<file path="src/rtl/fcmp_pkg.sv">
package fcmp_pkg;
  localparam int STATUS_W   = 64;
  localparam int OPND_W     = 64;
  localparam int NUM_FIELDS = 4;
  localparam int SEL_W      = $clog2(NUM_FIELDS);
  localparam int CC_BASE    = 10;  // position of field 0
  localparam int CC_STRIDE  = 2;   // extra spacing between fields 1..3
  localparam int CC_JUMP    = 20;  // distance of field 1 region from base
  localparam int ACCR_INV   = 5;   // accrued-invalid flag
  localparam int TRAP_EN    = 23;  // invalid-trap enable

  typedef enum logic [1:0] {
    CC_EQ  = 2'b00,
    CC_LT  = 2'b01,
    CC_GT  = 2'b10,
    CC_UN  = 2'b11
  } ccode_e;

  typedef struct packed {
    logic capture;
    logic markInvalid;
    logic requestTrap;
  } strobes_t;

  function automatic int fieldPos(input logic [SEL_W-1:0] sel);
    if (sel == '0) return CC_BASE;
    return CC_BASE + CC_JUMP + CC_STRIDE * int'(sel);
  endfunction
endpackage

</file>
<file path="src/rtl/fcmp_datapath.sv">
module fcmp_datapath
  import fcmp_pkg::*;
(
  input  logic                   clk,
  input  logic                   rstN,
  input  logic                   isDouble,
  input  logic [SEL_W-1:0]       fieldSel,
  input  logic [OPND_W-1:0]      opA,
  input  logic [OPND_W-1:0]      opB,
  input  logic [STATUS_W-1:0]    statusIn,
  input  strobes_t               strobes,
  output logic                   unordered,
  output logic [STATUS_W-1:0]    statusOut
);
  localparam int MAG_W = OPND_W - 1;

  logic             signA, signB, nanA, nanB;
  logic [MAG_W-1:0] magA, magB;
  logic             lessRel, greaterRel;
  ccode_e           code;
  logic [STATUS_W-1:0] nextStatus;

  always_comb begin
    if (isDouble) begin
      signA = opA[63];
      signB = opB[63];
      magA  = opA[62:0];
      magB  = opB[62:0];
      nanA  = (&opA[62:52]) && (|opA[51:0]);
      nanB  = (&opB[62:52]) && (|opB[51:0]);
    end else begin
      signA = opA[31];
      signB = opB[31];
      magA  = {{(MAG_W-31){1'b0}}, opA[30:0]};
      magB  = {{(MAG_W-31){1'b0}}, opB[30:0]};
      nanA  = (&opA[30:23]) && (|opA[22:0]);
      nanB  = (&opB[30:23]) && (|opB[22:0]);
    end
  end

  assign unordered = nanA || nanB;

  always_comb begin
    lessRel    = 1'b0;
    greaterRel = 1'b0;
    if (magA == '0 && magB == '0) begin
      lessRel = 1'b0;
    end else if (signA != signB) begin
      lessRel    = signA;
      greaterRel = signB;
    end else if (magA != magB) begin
      lessRel    = (magA < magB) ^ signA;
      greaterRel = !lessRel;
    end
  end

  always_comb begin
    if (unordered)       code = CC_UN;
    else if (lessRel)    code = CC_LT;
    else if (greaterRel) code = CC_GT;
    else                 code = CC_EQ;
  end

  logic [NUM_FIELDS-1:0][STATUS_W-1:0] laneClear;
  logic [NUM_FIELDS-1:0][STATUS_W-1:0] laneSet;

  for (genvar g = 0; g < NUM_FIELDS; g++) begin : g_field
    localparam int POS = fieldPos(SEL_W'(g));
    always_comb begin
      laneClear[g] = '0;
      laneSet[g]   = '0;
      if (fieldSel == SEL_W'(g)) begin
        laneClear[g][POS +: 2] = 2'b11;
        laneSet[g][POS +: 2]   = code;
      end
    end
  end

  always_comb begin
    nextStatus = statusIn;
    for (int i = 0; i < NUM_FIELDS; i++) begin
      nextStatus = (nextStatus & ~laneClear[i]) | laneSet[i];
    end
    if (strobes.markInvalid) nextStatus[ACCR_INV] = 1'b1;
  end

  always_ff @(posedge clk or negedge rstN) begin
    if (!rstN)                statusOut <= '0;
    else if (strobes.capture) statusOut <= nextStatus;
  end
endmodule

</file>
<file path="src/rtl/fcmp_ctrl.sv">
module fcmp_ctrl
  import fcmp_pkg::*;
(
  input  logic     clk,
  input  logic     rstN,
  input  logic     start,
  input  logic     unordered,
  input  logic     trapEnable,
  output strobes_t strobes,
  output logic     trapPulse,
  output logic     resultValid
);
  always_comb begin
    strobes.capture     = start;
    strobes.markInvalid = start && unordered && !trapEnable;
    strobes.requestTrap = start && unordered && trapEnable;
  end

  always_ff @(posedge clk or negedge rstN) begin
    if (!rstN) begin
      trapPulse   <= 1'b0;
      resultValid <= 1'b0;
    end else begin
      trapPulse   <= strobes.requestTrap;
      resultValid <= strobes.capture;
    end
  end
endmodule

</file>
<file path="src/rtl/fcmp_cond_unit.sv">
module fcmp_cond_unit
  import fcmp_pkg::*;
(
  input  logic                clk,
  input  logic                rstN,
  input  logic                start,
  input  logic                isDouble,
  input  logic [1:0]          fieldSel,
  input  logic [63:0]         opA,
  input  logic [63:0]         opB,
  input  logic [63:0]         statusIn,
  output logic [63:0]         statusOut,
  output logic                trapPulse,
  output logic                resultValid
);
  strobes_t strobes;
  logic     unordered;

  fcmp_ctrl u_ctrl (
    .clk(clk), .rstN(rstN), .start(start), .unordered(unordered),
    .trapEnable(statusIn[TRAP_EN]), .strobes(strobes),
    .trapPulse(trapPulse), .resultValid(resultValid)
  );

  fcmp_datapath u_dp (
    .clk(clk), .rstN(rstN), .isDouble(isDouble), .fieldSel(fieldSel),
    .opA(opA), .opB(opB), .statusIn(statusIn), .strobes(strobes),
    .unordered(unordered), .statusOut(statusOut)
  );
endmodule

</file>
<file path="config.mk">
export PLATFORM = sky130hd
export DESIGN_NAME = fcmp_cond_unit
export DESIGN_NICKNAME = d
export VERILOG_FILES = /design/src/rtl/fcmp_pkg.sv /design/src/rtl/fcmp_datapath.sv /design/src/rtl/fcmp_ctrl.sv /design/src/rtl/fcmp_cond_unit.sv
export SDC_FILE = /design/constraint.sdc
export NUM_CORES = 1
export LEC_CHECK = 0
export BUFFER_PORTS_ARGS = -buffer_cell sky130_fd_sc_hd__buf_2
export CORE_UTILIZATION = 46
export CTS_CLUSTER_DIAMETER = 50
export DETAILED_ROUTE_END_ITERATION = 8
export PLACE_DENSITY = 0.9
export SYNTH_ARGS = -nofsm -noshare
export SYNTH_HDL_FRONTEND = slang
export SYNTH_HIERARCHICAL = 1
export SYNTH_SLANG_ARGS = --single-unit
</file>
<file path="constraint.sdc">
create_clock -name clk -period 0.8 [get_ports clk]
set_input_delay 0.2 -clock clk [delete_from_list [all_inputs] [get_ports clk]]
set_output_delay 0.2 -clock clk [all_outputs]
set_load 0.02 [all_outputs]
</file>
; Word level (Yosys, flattened, before mapping)
; Cells that the tools add are included.
[classes]
eq_ne = 5
muxes = 24
bitwise = 13
reduce_logical = 22
order_cmp = 1
[op_table]
columns = operator, count
row1 = 64-bit AND, 4
row2 = 63-bit logical NOT, 2
row3 = 63-bit 2-to-1 mux, 2
row4 = 52-bit OR reduction, 2
row5 = 12-bit NOT with 64-bit output, 1
row6 = 34-bit NOT with 64-bit output, 1
row7 = 36-bit NOT with 64-bit output, 1
row8 = 38-bit NOT with 64-bit output, 1
row9 = 64-bit by 12-bit bitwise OR with 64-bit output, 1
row10 = 64-bit by 34-bit bitwise OR with 64-bit output, 1
row11 = 64-bit by 36-bit bitwise OR with 64-bit output, 1
row12 = 64-bit by 38-bit bitwise OR with 64-bit output, 1
row13 = 63-bit less-than comparator, 1
row14 = 63-bit != test, 1
row15 = 23-bit OR reduction, 2
row16 = 2-bit 2-to-1 mux, 11
row17 = 11-bit AND reduction, 2
row18 = 8-bit AND reduction, 2
row19 = 1-bit 2-to-1 mux, 11
row20 = 1-bit logical AND, 8
row21 = 2-bit equality test (second input constant), 2
row22 = 2-bit by 1-bit equality test with 1-bit output (second input constant), 1
row23 = 1-bit logical NOT, 2
row24 = 2-bit logical NOT, 1
row25 = other kinds (3), 3
[word_totals]
elab_cells = 68
ff_bits = 66

; Depth between registers and ports, before layout
; Gate-level depths: netlist (run 1).
[depth]
ltp_word = 19
mapped_depth = 13
ltp_nobuf = 10

; Hierarchy
; Netlist (run 1), hierarchy kept.
[by_module_without_submodules]
columns = module, cells_each, area_each_um2, seq_area_each_um2, instances
row1 = fcmp_datapath, 516, 4804.6, 1601.5, 1
row2 = fcmp_ctrl, 5, 73.8, 50.0, 1

; Least setup slack after synthesis (run 1)
; OpenSTA, ideal clock, no wires.
[synth_timing]
path_kind = input port to flip-flop
startpoint = input isDouble
endpoint = register u_dp.statusOut[36]
cell_stages = 12
setup_time_ps = 125
required_ps = 675
slack_ps = -2396
arrival_time_ps = 3070
path_buffers = 3
cell_sequence = clkbuf_1 > clkbuf_1 > clkbuf_1 > nand2_1 > ha_1 > nand4_1 > or4_1 > or4_1 > nor4_2 > a211oi_1 > o21ai_2 > a21oi_1
[synth_via]
elab_chain_len = 10
elab_cells_between_ends = 21
[synth_lines]
columns = element, line_no
row1 = start: declaration, fcmp_cond_unit.sv:7  ; input logic isDouble,
row2 = 63-bit 2-to-1 mux, fcmp_datapath.sv:24  ; if (isDouble) begin
row3 = 63-bit less-than comparator, fcmp_datapath.sv:52  ; lessRel = (magA < magB) ^ signA;
row4 = 1-bit XOR, fcmp_datapath.sv:52
row5 = 1-bit 2-to-1 mux, fcmp_datapath.sv:51  ; end else if (magA != magB) begin
row6 = 1-bit 2-to-1 mux, fcmp_datapath.sv:48  ; end else if (signA != signB) begin
row7 = 1-bit 2-to-1 mux, fcmp_datapath.sv:46  ; if (magA == '0 && magB == '0) begin
row8 = 2-bit 2-to-1 mux, fcmp_datapath.sv:59  ; else if (lessRel) code = CC_LT;
row9 = 2-bit 2-to-1 mux *, fcmp_datapath.sv:58  ; if (unordered) code = CC_UN;
row10 = 2-bit 2-to-1 mux *, fcmp_datapath.sv:72  ; if (fieldSel == SEL_W'(g)) begin
row11 = 64-bit by 38-bit bitwise OR with 64-bit output *, fcmp_datapath.sv:82  ; nextStatus = (nextStatus & ~laneClear[i]) | laneSet[i];
row12 = end signal: assignment, fcmp_datapath.sv:89  ; else if (strobes.capture) statusOut <= nextStatus;
row13 = end: declaration, fcmp_datapath.sv:13  ; output logic [STATUS_W-1:0] statusOut
; Mark *: on every way between the ends. The rest lies on a longest branch, timed or not.
; A chain may end at the register's enable or synchronous reset.

; Worst setup path in the final report (run 1)
; Same ends and word-level chain as after synthesis.

==> results of run 1 <==
registers in the layout, indices dropped and copies added (netlist names):
register / cells
u_ctrl/trapPulse: 1
u_ctrl/resultValid: 1
u_dp/statusOut: 64
through the flow:
stage | setup TNS (ns) | total power, mW | utilization, % | area (sq um)
2_1_floorplan | -25.58 | 5.80 | - | 5290
3_3_place_gp | -29.92 | 7.38 | 71.0 | 7330
3_5_place_dp | -30.67 | 7.52 | 71.0 | 7330
4_1_cts | -35.24 | 11.2 | 81.5 | 8410
5_1_grt | -41.28 | 12.3 | 84.9 | 8760
6_report | -38.62 | 11.9 | 84.9 | 8760
metal layers:
| layer | vias up | part of all wire [%] | GRT usage [%] |
|---|---|---|---|
| met3 | 103 | 7.5 | 6.99 |
| met5 | - | 0 | 0 |
| met4 | 0 | 5.3 | 22.3 |
| li1 | 2720 | - | - |
| met1 | 2858 | 36 | 36.6 |
| met2 | 391 | 52 | 62.4 |
power by group:
part / internal [mW] / switching, mW
logic: 2.64 / 2.23
clock network: 1.62 / 1.38
registers: 3.67 / 0.315
total: 7.93 / 3.92
placed cells by master, fill, tap and decap left out, types with 5 or more instances in the layout:
master	instances
dfrtp_1	66
nor2_1	11
and2_1	24
ha_1	53
buf_16	5
nor4_1	22
nand2b_1	7
buf_2	195
buf_4	106
nor3_2	6
o22ai_1	6
inv_1	34
buf_12	7
nand2_1	52
mux2_4	33
mux2_2	24
nor3_1	8
a21oi_2	9
nor4_2	5
clkbuf_8	11
a21o_1	5
nand3_1	11
buf_6	85
ha_4	10
nand4_1	28
a21oi_1	23
and2_4	8
o21ai_0	10
kinds of logic after synthesis:
logic type               Yosys count  share of synthesized area [%]
AND/OR/NAND/NOR                  206                           22.9
AO/OA/AOI/OAI                     76                           9.54
flip-flops                        66                           33.9
adder cells (fa/ha/maj)           63                           16.2
multiplexers                      59                           13.6
buffers and inverters             51                           4.00
area by class of cell:
| class | instances | area, sq um |
|---|---|---|
| Fill cell | 539 | 1560 |
| Inverter | 34 | 128 |
| Timing Repair Buffer | 400 | 3050 |
| Clock inverter | 5 | 62.6 |
| Tap cell | 136 | 170 |
| Multi-Input combinational cell | 404 | 3550 |
| Clock buffer | 11 | 151 |
| Sequential cell | 66 | 1650 |
worst reg2reg max path, stage by stage (launching register included):
cell and delay [ns]:
dfrtp_1 0.40, buf_4 0.15, o22ai_1 0.27, a21oi_2 0.05
what timing repair did:
action | CTS | global route
setup endpoints to repair | 77 | 110
hold buffers | 1 | 0
buffers inserted | 25 | 17
cloned | 6 | 0
endpoints found under the hold margin | 66 | 0
pin swaps | 15 | 20
resized for setup | 157 | 58
path summary, 6_finish.rpt:
path	start	endpoint	slack, ns	depth (start not counted)
setup reg to reg	u_dp/statusOut[32]	u_dp/statusOut[32]	-0.19	3
max in group asynchronous	rstN	u_dp/statusOut[34]	0.12	3
hold / removal	statusIn[50]	u_dp/statusOut[50]	0.09	2
min in group asynchronous	rstN	u_dp/statusOut[44]	0.36	3
hold reg to reg	u_dp/statusOut[20]	u_dp/statusOut[20]	0.54	1
setup / recovery	isDouble	u_dp/statusOut[36]	-1.81	13
==> metrics.yaml, run 1 <==
clk_pin_slew_worst_paths_ns: 0.08
htree_levels: 3
cap_violations: 0
worst_clock_skew_ns: 0
gr-total-overflow: 0
critPathRequiredTime_ns: 1.06
worstMarginPinSlew_ns: 0.507
crit_chain: "buf_12, buf_16, and2_1, ha_1, buf_4, a21oi_1, o21ai_0, a221oi_2, nor3_2, or3_4, o31ai_4, o21ai_4, a21oi_2"
maxSlewHeadroom_pct: 66.1
start_util_pct: 47.3
nets: 1176
finalCritPeriodShare_pct: 326
avgSynthCellArea_sq_um: 9.36
dp_slack_ns: -2.08
synth_top_area_cell: "dfrtp_1"
violations: "negative setup slack"
rsz0062_at_grt: "yes"
synthCells: 521
grt_first_pass_wirelength_um: 29800
status: "finished with violations"
synth_edf_count: 0
async_flop_share_pct: 100
numCtsBuffers: 9
rows: 37
gp_congestion: 0.958
yosys_register_bits: 66
powerDensity_mw_per_mm2: 1350
coreArea_sq_mm: 0.0103
grt_pass1_vias: 6205
die_w_um: 105
crit_fanout: 6
yosysWarnings: 6
port_buffers: 263
wl_um: 21000
syn_area_sq_mm: 0.00488
slew_violations: 0
timing.final.hold_violations: 0
pin_count: 264
drt_iter0_drc: 374
p_leak_nw: 4.40
drtPass1Iterations: 6
post-route-drc-count: 0
hold_path_class: "in2reg"
wire_per_inst_um: 19.9
setup_slack_ns: -1.81
vias: 6072
ant_nets: 0
whs_ns: 0.0855
setup_viol: 109
track_usage_pct: 34.6
drive_above_1_share_pct: 57.7
areaGrowthSynthToFinish_pct: 79.6
cts_tree: "done"
netlist_top_cells_area: "dfrtp_1 34%, ha_1 16%, mux2_2 13%"
synth_top_flop_cell: "dfrtp_1"
synth.distinct_cells: 37
grt_max_degree: 43
worst-path-buf-inv: 3
cts-root-buf: "clkbuf_8"
cts_num_sinks: 66
diodes: 0
period_minus_slack_ns: 2.61
yosys-top-cells-count: "66 x dfrtp_1, 63 x ha_1, 57 x mux2_2, 53 x nand2_1, 34 x inv_1"
startpoint_type: "primary input"
critPathTopFamily: "compound AO/OA/AOI/OAI gates"
vdd_ir_drop_max_mv: 1.03
yosysTopAreaCellShare_pct: 33.9
fmax_mhz: 383
clock_latency_ns: 0.34
ys_seq_area_share_pct: 33.9
cts_buffer_depth: 2
cp.arrival_ns: 2.87
cp_slowest_cell: "or3_4"
finalNonFillerCells: 1056
yosysMostFrequentCell: "dfrtp_1"
place_inst: 1000
die-area_sq_mm: 0.0110
dpl.hpwl_um: 13500
antenna_found_initial: 0
synth_nets: 782
critPathMaxStageDelay_ns: 0.41
die_h_um: 105
critPathKind: "in2reg"
avgViaCountPerCell: 5.75
worstSetupEndpointType: "flip-flop"
No activity file was read; power rests on OpenSTA's default activity.
==> inputs of run 2 (changes only) <==
--- a/config.mk
+++ b/config.mk
@@ -8,2 +8,3 @@
 export BUFFER_PORTS_ARGS = -buffer_cell sky130_fd_sc_hd__buf_2
+export CORE_ASPECT_RATIO = 0.75
 export CORE_UTILIZATION = 46
--- a/constraint.sdc
+++ b/constraint.sdc
@@ -3,2 +3,2 @@
 set_output_delay 0.2 -clock clk [all_outputs]
-set_load 0.02 [all_outputs]
+set_load 0.1 [all_outputs]
==> metrics.yaml, run 2 (same netlist as run 1, synthesis figures left out) <==
place_inst: 982  # -1.8%
p_leak_nw: 4.26  # -3.2%
cap_violations: 0  # unchanged
die_h_um: 91.2  # -13%
slew_violations: 0  # unchanged
fmax_mhz: 376  # -2.0%
largest_registers: "u_dp/statusOut: 64 flops, u_ctrl/resultValid: 1 flops, u_ctrl/trapPulse: 1 flops"
regArea_sq_mm: 0.00190  # +15%
worstMarginPinSlew_ns: 0.532  # +0.0251 ns
cts_tree: "done"
wl_um: 20400  # -3.0%
whs_path_depth: 2  # unchanged
cts_num_sinks: 66  # unchanged
critPathKind: "in2reg"
timing.final.hold_violations: 0  # unchanged
die_w_um: 121  # +15%
wire_per_inst_um: 20.0  # +0.28%
grt_first_pass_wirelength_um: 29500  # -0.79%
fillers: 481  # -11%
numCtsBuffers: 9  # unchanged
nets: 1141  # -3.0%
port_buffers: 263  # unchanged
die-area_sq_mm: 0.0110  # about the same
vias: 5881  # -3.1%
post-route-drc-count: 0  # unchanged
setup_viol: 131  # +20%
finalCritPeriodShare_pct: 333  # +6.6 points
cts_buffer_depth: 2  # unchanged
hold_end: "u_dp/statusOut[6]"
drt_iter0_drc: 445  # +19%
violations: "negative setup slack"
rows: 32  # -14%
grt_pass1_vias: 5990  # -3.5%
cp.arrival_ns: 2.91  # +0.04 ns
cp_slowest_cell: "or3_4"
largest_reg_flops: 64  # unchanged
clock_latency_ns: 0.34  # about the same
rsz0062_at_grt: "yes"
dpl.hpwl_um: 14700  # +9.0%
period_minus_slack_ns: 2.66  # +0.0527 ns
crit_fanout: 7  # +1
multi_input_area_sq_mm: 0.00334  # -5.8%
clk_pin_slew_worst_paths_ns: 0.05  # -0.03 ns
powerDensity_mw_per_mm2: 1660  # +23%
r2r_cells: 2  # -1
worst_clock_skew_ns: 0  # unchanged
timing.rr.end: "u_dp/statusOut[43]"
cts-root-buf: "clkbuf_16"
layout_commonest_cell: "buf_2"
antenna_found_initial: 0  # unchanged
start_util_pct: 47.4  # +0.16 points
maxSlewHeadroom_pct: 63.6  # -2.5 points
htree_levels: 3  # unchanged
startpoint_type: "primary input"
pin_count: 264  # unchanged
timing.rr.start: "u_dp/statusOut[43]"
drtPass1Iterations: 8  # +2
avgViaCountPerCell: 5.76  # +0.17%
worstSetupEndpointType: "flip-flop"
grt_max_degree: 48  # +12%
ant_nets: 0  # unchanged
setup_slack_ns: -1.86  # -0.0527 ns
finalNonFillerCells: 1021  # -3.3%
areaGrowthSynthToFinish_pct: 86.1
gr-total-overflow: 0  # unchanged
gp_congestion: 0.962  # +0.39%
final_cell_mix: "196 x buf_2, 81 x buf_4, 72 x buf_12"
vdd_ir_drop_max_mv: 1.21  # +17%
coreArea_sq_mm: 0.0103  # -0.33%
rrSetupSlack_ns: -0.21  # -0.02 ns
critPathRequiredTime_ns: 1.05  # about the same
regMostFlops: "u_dp/statusOut"
diodes: 0  # unchanged
worstHoldStart: "statusIn[6]"
track_usage_pct: 35.0  # +0.39 points
status: "finished with violations"
critPathMaxStageDelay_ns: 0.39  # -0.02 ns
drive_above_1_share_pct: 61.5  # +3.8 points
hold_path_class: "in2reg"
dp_slack_ns: -2.17  # -0.0893 ns
path_common_cell: "buf_12"
crit_chain: "buf_12, buf_12, buf_6, and2_1, ha_1, nand4_1, buf_4, nor3_1, a221oi_1, o21ai_1, or3_4, o31ai_2, o21ai_2, a21oi_1"
-- run 2: timing repair --
| item | in CTS | in global routing |
|---|---|---|
| gates resized for setup | 30 | 26 |
| gates cloned | 4 | 0 |
| pin swaps | 12 | 10 |
| hold buffers | 1 | 0 |
| buffers inserted | 9 | 11 |
| hold endpoints to repair | 66 | 0 |
| endpoints found under the setup margin | 131 | 131 |
-- run 2: layout make-up --
type | count | share of cell area (%)
multi-input cells | 404 | 36.8
repair buffers | 365 | 36.1
flip-flops and latches | 66 | 20.9
clock buffers | 11 | 2.56
well taps | 136 | 1.87
inverters | 34 | 1.41
clock inverters | 5 | 0.345
-- run 2: critical path: cells and delay by family --
family	cells	cell delay (ns)
buffers and inverters	4	0.55
AO/OA/AOI/OAI	5	1.13
AND/OR/NAND/NOR	4	0.75
adder cells (fa/ha/maj)	1	0.29
-- run 2: report_power, final --
part | internal, mW | leakage, nW | switching (mW)
logic | 2.99 | 3.42 | 4.21
registers | 3.90 | 0.709 | 0.411
clock network | 2.08 | 0.129 | 1.46
total | 8.98 | 4.26 | 6.08
-- run 2: worst max path at each step --
stage | startpoint | slack (ns) | depth (start not counted) | endpoint
after floorplan | isDouble | -1.95 | 12 | u_dp/statusOut[10]
after global placement | isDouble | -2.03 | 11 | u_dp/statusOut[11]
after detailed placement | isDouble | -2.17 | 12 | u_dp/statusOut[32]
after CTS | isDouble | -1.64 | 11 | u_dp/statusOut[32]
after global routing | isDouble | -2.00 | 14 | u_dp/statusOut[32]
final | isDouble | -1.86 | 14 | u_dp/statusOut[32]
-- run 2: routing by layer --
metal  track usage (%)  up-vias  part of all wire, %
met5                 0        -                    0
met4              17.2        0                  5.4
met3              8.42      110                  7.1
met2              62.4      346                   51
met1              38.7     2778                   36
li1                  -     2647                    -
-- run 2: through the flow --
step           setup TNS (ns)  util (%)  total power [mW]  cell area (sq um)  hold slack [ns]
2_1_floorplan          -29.64         -              8.02               5370          -0.0956
3_3_place_gp           -35.78      80.8              10.8               8310            0.214
3_5_place_dp           -38.63      80.8              11.0               8310            0.229
4_1_cts                -46.33      86.3              14.7               8880           0.0881
5_1_grt                -51.92      88.2              15.6               9080           0.0865
6_report               -48.82      88.2              15.1               9080           0.0917
==> inputs of run 3 (changes only) <==
Settings changed: CELL_PAD_IN_SITES_DETAIL_PLACEMENT set to 0, CELL_PAD_IN_SITES_GLOBAL_PLACEMENT set to 1, CORE_UTILIZATION 46 to 29, PLACE_DENSITY 0.9 to 0.85.
Clock period 0.8 ns to 2.3 ns, I/O delays scaled along.
==> metrics.yaml, run 3 (same netlist as run 1, synthesis figures left out) <==
drtPass1Iterations: 4  # -4
coreArea_sq_mm: 0.0162  # +58%
fmax_mhz: 333
antenna_found_initial: 1  # +1
avgViaCountPerCell: 4.84  # -16%
final_cell_mix: "261 x buf_2, 86 x buf_4, 66 x dfrtp_1"
setup_slack_ns: -0.702  # +1.16 ns
clock_latency_ns: 0.32  # -0.02 ns
place_inst: 1063  # +8.2%
timing.rr.start: "u_dp/statusOut[59]"
htree_levels: 3  # unchanged
port_buffers: 263  # unchanged
worstSetupEndpointType: "flip-flop"
drt_iter0_drc: 217  # -51%
crit_fanout: 7  # unchanged
rrSetupSlack_ns: 1.52  # +1.73 ns
die_h_um: 114  # +25%
grt_first_pass_wirelength_um: 24900  # -16%
rows: 40  # +25%
setup_tns_ns: -5.20  # +43.62 ns
largest_registers: "u_dp/statusOut: 64 flops, u_ctrl/resultValid: 1 flops, u_ctrl/trapPulse: 1 flops"
gr-total-overflow: 0  # unchanged
gp_congestion: 0.902  # -6.2%
cts_num_sinks: 66  # unchanged
maxSlewHeadroom_pct: 59.6  # -4.1 points
rsz0062_at_grt: "yes"
wire_per_inst_um: 14.9  # -25%
largest_reg_flops: 64  # unchanged
vdd_ir_drop_max_mv: 0.441  # -64%
grt_pass1_vias: 5176  # -14%
start_util_pct: 30.1  # -17 points
regArea_sq_mm: 0.00165  # -13%
hold_buffers: 0  # -1
p_leak_nw: 3.91  # -8.3%
regMostFlops: "u_dp/statusOut"
critPathKind: "in2reg"
worstMarginPinSlew_ns: 0.591  # +0.0596 ns
r2r_cells: 1  # -1
timing.final.hold_violations: 0  # unchanged
slew_violations: 0  # unchanged
multi_input_area_sq_mm: 0.00332  # -0.67%
nets: 1134  # -0.61%
die_w_um: 152  # +26%
pin_count: 264  # unchanged
fillers: 1573  # +230%
layout_commonest_cell: "buf_2"
clk_pin_slew_worst_paths_ns: 0.06  # about the same
drive_above_1_share_pct: 54.7  # -6.8 points
ant_nets: 0  # unchanged
wl_um: 16200  # -20%
grt_max_degree: 46  # -4.2%
period_minus_slack_ns: 3.00
critPathRequiredTime_ns: 2.49  # +1.44 ns
timing.rr.end: "u_dp/statusOut[59]"
dpl.hpwl_um: 13400  # -8.9%
finalCritPeriodShare_pct: 131
powerDensity_mw_per_mm2: 611  # -63%
cts-root-buf: "clkbuf_16"
cts_tree: "done"
cap_violations: 0  # unchanged
areaGrowthSynthToFinish_pct: 62.0
finalNonFillerCells: 1089  # +6.7%
hold_path_class: "in2async"
numCtsBuffers: 9  # unchanged
setup_viol: 8  # -94%
violations: "negative setup slack"
worst_clock_skew_ns: 0  # unchanged
whs_ns: 0.207  # +0.116 ns
die-area_sq_mm: 0.0174  # +57%
cts_buffer_depth: 2  # unchanged
status: "finished with violations"
cp.arrival_ns: 3.19  # +0.28 ns
track_usage_pct: 18.3  # -17 points
vias: 5275  # -10%
post-route-drc-count: 0  # unchanged
startpoint_type: "primary input"
-- run 3: cell count changes in the layout (fill, tap and decap cells not counted), sizes merged --
cell,before,now
buf,364,356
clkinv,4,1
bufinv,0,2
clkbuf,11,12
clkinvlp,1,2
diode,0,1
dlygate4sd3,1,0
inv,34,35
-- run 3: what timing repair did --
item | CTS | global route
setup endpoints to repair | 9 | 9
buffers inserted | 2 | 2
gates resized for setup | 30 | 19
cloned | 3 | 2
pin swaps | 11 | 10
-- run 3: cell type report --
class                   instances  area share (%)
flip-flops and latches         66            20.9
repair buffers                358            28.0
multi-input cells             404            42.0
inverters                      34            1.61
clock inverters                 6            1.12
diodes                          1          0.0317
clock buffers                  10            3.02
well taps                     210            3.32
-- run 3: power breakdown --
group	internal (mW)	leakage, nW	switching (mW)
registers	1.28	0.768	0.0549
logic	0.624	2.99	1.39
clock network	0.979	0.155	0.500
-- run 3: metal layers --
| layer | global-route usage (%) | wire length, um |
|---|---|---|
| met3 | 3.15 | 921 |
| met4 | 4.03 | 204 |
| met1 | 25.1 | 7580 |
| met2 | 29.8 | 7530 |
| met5 | 0 | 0 |
-- run 3: per-stage QoR --
step	power, mW	area (sq um)	utilization, %	setup slack, ns
2_1_floorplan	2.68	5020	-	-0.827
5_1_grt	5.07	7900	48.7	-0.779
3_5_place_dp	3.28	7180	44.3	-1.03
6_report	4.83	7910	48.8	-0.702
4_1_cts	4.83	7730	47.7	-0.606
3_3_place_gp	3.26	7180	44.3	-0.959
-- run 3: worst max-delay path, cell delays in order --
cell,delay (ns)
buf_16,0.14
buf_12,0.14
and2_4,0.15
ha_1,0.30
nand4_1,0.16
or4_4,0.46
or4_4,0.58
nor4_4,0.22
a211oi_2,0.07
o21ai_2,0.28
a21oi_1,0.12
-- run 3: how the worst max path moves through the flow --
| stage | startpoint | end | cells past startpoint |
|---|---|---|---|
| after floorplan | isDouble | u_dp/statusOut[10] | 12 |
| after global placement | isDouble | u_dp/statusOut[33] | 11 |
| after detailed placement | isDouble | u_dp/statusOut[11] | 11 |
| after CTS | isDouble | u_dp/statusOut[11] | 11 |
| after global routing | isDouble | u_dp/statusOut[11] | 11 |
| final | isDouble | u_dp/statusOut[11] | 11 |
